--- src/rtl/bm_pkg.sv ---
package bm_pkg;
  localparam int CPU_AW = 16;
  localparam int OFS_W  = 8;
  localparam int PAGE_W = 16;
  localparam int PA_W   = PAGE_W + OFS_W;

  typedef logic [PAGE_W-1:0] page_t;

  typedef enum logic [1:0] {
    CTL_BASE_LO = 2'd0,
    CTL_BASE_HI = 2'd1,
    CTL_HIGH    = 2'd2,
    CTL_COUNT   = 2'd3
  } ctl_sel_e;
endpackage

--- src/rtl/bm_map_table.sv ---
module bm_map_table
  import bm_pkg::*;
#(
  parameter int    PAGES      = 64,
  parameter page_t RESET_BASE = 16'h0080,
  localparam int   IDX_W      = $clog2(PAGES)
) (
  input  logic             clk,
  input  logic             rst_n,
  input  logic             byte_we,
  input  logic [IDX_W-1:0] byte_idx,
  input  logic             byte_hi,
  input  logic [7:0]       byte_val,
  input  logic             run_we,
  input  logic [IDX_W-1:0] run_idx,
  input  page_t            run_val,
  input  logic [IDX_W-1:0] rd_idx,
  output page_t            rd_val
);
  page_t entry [PAGES];

  for (genvar i = 0; i < PAGES; i++) begin : g_entry
    always_ff @(posedge clk) begin
      if (!rst_n) begin
        entry[i] <= RESET_BASE + page_t'(i);
      end else if (run_we && run_idx == IDX_W'(i)) begin
        entry[i] <= run_val;
      end else if (byte_we && byte_idx == IDX_W'(i)) begin
        if (byte_hi) entry[i][15:8] <= byte_val;
        else         entry[i][7:0]  <= byte_val;
      end
    end
  end

  assign rd_val = entry[rd_idx];
endmodule

--- src/rtl/bm_bulk_seq.sv ---
module bm_bulk_seq
  import bm_pkg::*;
#(
  parameter int IDX_W = 6
) (
  input  logic             clk,
  input  logic             rst_n,
  input  logic             start,
  input  page_t            start_page,
  input  logic [IDX_W-1:0] run_len,
  output logic             busy,
  output logic [IDX_W-1:0] wr_idx,
  output page_t            wr_val
);
  logic [IDX_W-1:0] last_q;

  always_ff @(posedge clk) begin
    if (!rst_n) begin
      busy   <= 1'b0;
      wr_idx <= '0;
      wr_val <= '0;
      last_q <= '0;
    end else if (busy) begin
      wr_idx <= wr_idx + 1'b1;
      wr_val <= wr_val + 1'b1;
      if (wr_idx == last_q) busy <= 1'b0;
    end else if (start && run_len != '0) begin
      busy   <= 1'b1;
      wr_idx <= '0;
      wr_val <= start_page;
      last_q <= run_len - 1'b1;
    end
  end
endmodule

--- src/rtl/bm_xlate_stage.sv ---
module bm_xlate_stage
  import bm_pkg::*;
#(
  parameter int              IDX_W    = 6,
  parameter logic [CPU_AW-1:0] WIN_BASE = 16'h8000
) (
  input  logic              clk,
  input  logic              rst_n,
  input  logic              in_valid,
  output logic              in_ready,
  input  logic [CPU_AW-1:0] in_addr,
  output logic [IDX_W-1:0]  rd_idx,
  input  page_t             rd_val,
  output logic              out_valid,
  input  logic              out_ready,
  output logic [PA_W-1:0]   out_addr
);
  localparam int TAG_LO = OFS_W + IDX_W;

  logic hit;

  assign in_ready = !out_valid || out_ready;
  assign rd_idx   = in_addr[OFS_W +: IDX_W];
  assign hit      = in_addr[CPU_AW-1:TAG_LO] == WIN_BASE[CPU_AW-1:TAG_LO];

  always_ff @(posedge clk) begin
    if (!rst_n) begin
      out_valid <= 1'b0;
      out_addr  <= '0;
    end else if (in_valid && in_ready) begin
      out_valid <= 1'b1;
      out_addr  <= hit ? {rd_val, in_addr[OFS_W-1:0]} : PA_W'(in_addr);
    end else if (out_ready) begin
      out_valid <= 1'b0;
    end
  end
endmodule

--- src/rtl/bank_mapper.sv ---
module bank_mapper
  import bm_pkg::*;
#(
  parameter int                WIN_PAGES = 64,
  parameter logic [CPU_AW-1:0] WIN_BASE  = 16'h8000,
  localparam int               IDX_W     = $clog2(WIN_PAGES),
  localparam int               REG_AW    = IDX_W + 2
) (
  input  logic              clk,
  input  logic              rst_n,
  input  logic              reg_wr,
  input  logic [REG_AW-1:0] reg_addr,
  input  logic [7:0]        reg_wdata,
  output logic              bulk_busy,
  input  logic              xl_valid,
  output logic              xl_ready,
  input  logic [CPU_AW-1:0] xl_addr,
  output logic              pa_valid,
  input  logic              pa_ready,
  output logic [PA_W-1:0]   pa_addr
);
  localparam page_t RESET_BASE = page_t'(WIN_BASE >> OFS_W);

  logic             wr_ok, is_ctl, tbl_we, start;
  ctl_sel_e         ctl;
  logic [7:0]       hi_q;
  logic [IDX_W-1:0] run_len_q;
  logic [IDX_W-1:0] run_idx, rd_idx;
  page_t            run_val, rd_val;

  assign wr_ok  = reg_wr && !bulk_busy;
  assign is_ctl = reg_addr[REG_AW-1] && (reg_addr[REG_AW-2:2] == '0);
  assign ctl    = ctl_sel_e'(reg_addr[1:0]);
  assign tbl_we = wr_ok && !reg_addr[REG_AW-1];
  assign start  = wr_ok && is_ctl && ctl == CTL_BASE_HI;

  always_ff @(posedge clk) begin
    if (!rst_n) begin
      hi_q      <= '0;
      run_len_q <= '0;
    end else if (wr_ok && is_ctl) begin
      if (ctl == CTL_HIGH)  hi_q      <= reg_wdata;
      if (ctl == CTL_COUNT) run_len_q <= reg_wdata[IDX_W-1:0];
    end
  end

  bm_bulk_seq #(.IDX_W(IDX_W)) u_seq (
    .clk        (clk),
    .rst_n      (rst_n),
    .start      (start),
    .start_page ({hi_q, reg_wdata}),
    .run_len    (run_len_q),
    .busy       (bulk_busy),
    .wr_idx     (run_idx),
    .wr_val     (run_val)
  );

  bm_map_table #(.PAGES(WIN_PAGES), .RESET_BASE(RESET_BASE)) u_tbl (
    .clk      (clk),
    .rst_n    (rst_n),
    .byte_we  (tbl_we),
    .byte_idx (reg_addr[IDX_W:1]),
    .byte_hi  (reg_addr[0]),
    .byte_val (reg_wdata),
    .run_we   (bulk_busy),
    .run_idx  (run_idx),
    .run_val  (run_val),
    .rd_idx   (rd_idx),
    .rd_val   (rd_val)
  );

  bm_xlate_stage #(.IDX_W(IDX_W), .WIN_BASE(WIN_BASE)) u_xl (
    .clk       (clk),
    .rst_n     (rst_n),
    .in_valid  (xl_valid),
    .in_ready  (xl_ready),
    .in_addr   (xl_addr),
    .rd_idx    (rd_idx),
    .rd_val    (rd_val),
    .out_valid (pa_valid),
    .out_ready (pa_ready),
    .out_addr  (pa_addr)
  );
endmodule

--- config.mk ---
export PLATFORM = sky130hd
export DESIGN_NAME = bank_mapper
export DESIGN_NICKNAME = d
export VERILOG_FILES = /design/src/rtl/bm_pkg.sv /design/src/rtl/bm_map_table.sv /design/src/rtl/bm_bulk_seq.sv /design/src/rtl/bm_xlate_stage.sv /design/src/rtl/bank_mapper.sv
export SDC_FILE = /design/constraint.sdc
export NUM_CORES = 2
export LEC_CHECK = 0
export ABC_AREA = 1
export BUFFER_PORTS_ARGS = -buffer_cell sky130_fd_sc_hd__buf_2
export CORE_UTILIZATION = 25
export CTS_BUF_LIST = sky130_fd_sc_hd__clkbuf_2 sky130_fd_sc_hd__clkbuf_4 sky130_fd_sc_hd__clkbuf_8
export DETAILED_ROUTE_END_ITERATION = 8
export PLACE_DENSITY_LB_ADDON = 0.25
export SYNTH_ARGS = -nofsm -noshare
export SYNTH_HDL_FRONTEND = slang
export SYNTH_HIERARCHICAL = 1
export SYNTH_SLANG_ARGS = --single-unit
--- constraint.sdc ---
create_clock -name clk -period 2.5 [get_ports clk]
set_clock_uncertainty 0.05 [all_clocks]
set_input_delay 0.25 -clock clk [delete_from_list [all_inputs] [get_ports clk]]
set_output_delay 0.25 -clock clk [all_outputs]
set_load 0.02 [all_outputs]
==> results by group <==
Timing
  – Tmin final: around 2.5 ns
  – Hold Vio Cnt, Final: 0
  – Worst slew margin: 0.4632
  – Worst slew pin tran: about 0.8 ns
  – Fin. max-slew vios: 0
  – WHS: ~0.18 ns
  – Unrepaired setup endpoints after global routing: true
  – Fin crit share: 0.9921
  – FMAX: 403.2 MHz
  – # setup viols final: 0

Critical path
  – CP Max Fanout: 8
  – Crit-path slowest cell: dlygate4sd3_1
  – Arrival time worst endpoint: 3.34 ns
  – Data required, critical path: approximately 3.4 ns
  – Crit path from: reg_addr[2]
  – Crit start category: input pin
  – CP peak stage delay: 0.58 ns
  – Crit path capture type: register
  – R2R Setup Slk: about 0.03 ns
  – CP cell instances: dlygate4sd3_1, buf_2, inv_1, nand2_1, dlygate4sd3_1, nor2_4, nand2_1, nor2_1, buf_4, nand2_8, nor2_8, nand2_1, dlygate4sd3_1, a21oi_1
  – Worst r2r src: u_seq/wr_idx[3]
  – Kind of critical path: input pin to register

CTS
  – Clk_lat worst skew: slightly below 1 ns
  – CTS buffer count: around 200
  – Max Buffers Root-to-Sink: 3
  – Clock root cell: clkbuf_8
  – Clock sink count: roughly 1100
  – CTS tree: built
  – Clock slew at reported path FFs: around 0.060 ns
  – H-tree depth: 4

Final layout
  – Share of layout cells above drive strength 1: 0.1821
  – Synth-to-Final Area Change: 25.21%
  – # fillers: between 20000 and 25000
  – Fin nets: 6661

Routing
  – Antenna-violating nets left: 0
  – DRT iter0 DRCs: 6906
  – WL final: about 250000 um
  – Drt wl/cell: around 26 um
  – Residual DRC count: 0
  – Drt via density: ~5.4
  – Vias: roughly 52000
  – DRT Pass-1 Iters: 6

Die
  – Core area: roughly 220000 um^2
  – Die Width: around 470 um
  – Num rows: roughly 170
  – Initial core utilization: 0.2515
  – I/O pin count: between 60 and 70
  – Die ar.: 225500 um^2
  – Die height: 474.9 um

Global route
  – Total global routing track utilization: 0.2155
  – Total gr overflow: 0
  – Largest net degree at the start of global routing: between 70 and 80
  – Global-route wire length before repair: 354900 um
  – Initial antenna violation count: 6
  – Vias in the first global route: between 50000 and 60000

Yosys
  – Mapped Cells: 6146
  – Post-synthesis sequential area ratio: 0.5743
  – Unique masters post-synth: 46
  – Synth Register Bits: ~1100
  – Yosys warnings: 6
  – Post-synth top flop: edfxtp_1
  – Post-synth EDFFs: 1024
  – Asr flop ratio synth: 0
  – Adder-Cell Fraction of Synth Area: 0.0008951
  – Mux contribution to synthesized area: 0
  – Net count after synthesis: about 6200
  – Synth Cell Area: about 56000 um^2
  – Syn Area/Cell: around 9.1 um^2
  – Simple-Gate Fraction of Synth Area: 0.2387
  – Post-synthesis xor/xnor area fraction: 0.001097
  – Compound-gate portion of the synthesized area: 0.1246
  – Largest family of logic cells by synthesized area: simple AND/OR/NAND/NOR gates

Min path
  – Hold_sp: reg_addr[6]
  – Hold/Removal Path Class: input pin to register

Place
  – Routability congestion estimate: approximately 0.95
  – Detailed-placement wirelength estimate: around 170000 um
  – Port-buffer cells: between 60 and 70

Power and ir drop
  – PwrDens: ~600 nW/um^2
  – Pwr Total: between 40 and 50 mW
  – Peak supply drop: around 0.57 mV
  – Pleak: about 26 nW

Outcome
  – Outcome: completed

Job
  – Max_cap viols: 0
-- repair_timing --
item / CTS / global route
pin swaps: 0 / 2
endpoints found under the hold margin: 306 / 0
buffers inserted: 0 / 6
hold buffers: 64 / 0
setup endpoints to repair: 264 / 493
resized for setup: 9 / 44
-- sequential cells by signal (all words and copies together), names as in the netlist --
signal,flops
hi_q,8
run_len_q,6
u_seq/busy,1
u_seq/last_q,6
u_seq/wr_idx,6
u_seq/wr_val,16
u_tbl/entry,1024
u_xl/out_addr,24
u_xl/out_valid,1
-- per-stage QoR --
stage,instances,util,setup WS [ns],TNS [ns],instance area [um^2]
after global placement,9326,0.2937,-0.4015,-11.79,65300
after global routing,9756,0.3149,-0.008126,-0.008126,70010
after detailed placement,9326,0.2937,-0.4219,-8.983,65300
after CTS,9747,0.3140,0.00005862,0,69800
final,9756,0.3149,0.01978,0,70010
after floorplan,6146,-,0.1948,0,55910
-- synthesized netlist by cell type, types with 2 or more instances --
library cell     n  share of area
nand2_1       1598           0.11
nand3_1       1148           0.10
edfxtp_1      1024           0.55
o22ai_1        782          0.087
clkbuf_1       405          0.027
nor2_1         268          0.018
inv_1          246          0.017
a22oi_1        161          0.022
a21oi_1         98         0.0088
buf_2           88         0.0079
dfxtp_1         68          0.024
inv_2           45         0.0030
o21ai_0         41         0.0037
nor2_2          40         0.0045
buf_1           37         0.0025
buf_4           15         0.0020
o21ai_1         11        0.00098
nand4_1          7        0.00078
nor2_4           6         0.0012
buf_6            5         0.0010
a31oi_1          4        0.00045
ha_1             4        0.00090
nand2_2          4        0.00045
nor3_1           4        0.00036
xnor2_1          4        0.00063
clkinv_1         3        0.00020
nand3_2          3        0.00054
o21bai_1         3        0.00040
xor2_1           3        0.00047
nand3_4          2        0.00063
nand3b_1         2        0.00027
nor3_4           2        0.00058
or2_2            2        0.00022
-- layer usage --
layer | GRT usage | share of wire | up-vias | wire length, um
li1 | - | - | 23130 | -
met3 | 0.04172 | 0.097 | 455 | 24260
met1 | 0.2959 | 0.42 | 25740 | 105100
met4 | 0.08383 | 0.038 | 0 | 9488
met2 | 0.3316 | 0.44 | 2967 | 110100
met5 | 0 | 0 | - | 0
-- cell type report --
| type | count | area, um^2 | area share |
|---|---|---|---|
| inverter | 295 | 1186 | 0.01694 |
| clock buffer | 272 | 3312 | 0.04731 |
| timing repair buffer | 824 | 8537 | 0.1219 |
| multi-input combinational | 4209 | 20600 | 0.2942 |
| sequential | 1092 | 32120 | 0.4588 |
| tap | 2975 | 3722 | 0.05317 |
| antenna | 4 | 10.01 | 0.0001430 |
| clock inverter | 85 | 524.3 | 0.007488 |
-- placed cells by master, fill, tap and decap left out, drive strengths merged --
master / count
a211oi: 1
or2: 3
nand3b: 2
buf: 761
a31oi: 4
o221ai: 1
dfxtp: 68
nand3: 1153
inv: 290
nand2: 1604
o211a: 1
o21bai: 3
nor3: 6
a21oi: 99
bufinv: 2
edfxtp: 1024
xnor2: 4
dlygate4sd3: 63
nor2: 315
a21boi: 1
o211ai: 1
nand4: 7
o2111ai: 1
ha: 4
o22ai: 782
clkinv: 84
a22oi: 161
clkinvlp: 4
nor4: 1
clkbuf: 272
o21ai: 52
xor2: 3
diode: 4
-- path summary, 6_finish.rpt --
kind                            cells past startpoint                 end
worst min-delay path                                7  u_tbl/entry[34][7]
worst max-delay path                               14     u_seq/wr_val[3]
worst max register to register                      9  u_tbl/entry[2][10]
worst min register to register                      2     u_seq/last_q[3]
-- logic make-up after synthesis --
group	Yosys count
and+or+nand+nor	3091
AOI/OAI and AO/OA	1107
DFF	1092
buffers and inverters	845
xor gates and xnor gates	7
adders and majority gates	4
-- worst max-delay path, delay by kind of cell --
family / cells / cell delay [ns]
buffers and inverters: 6 / 2.17
AOI/OAI and AO/OA: 1 / 0.14
and+or+nand+nor: 7 / 0.76
-- power breakdown --
group / switching [mW] / internal, mW
clock: 8.23 / 8.81
sequential: 0.170 / 20.4
combinational: 3.06 / 1.43
Power figures use the tool's default switching activity.
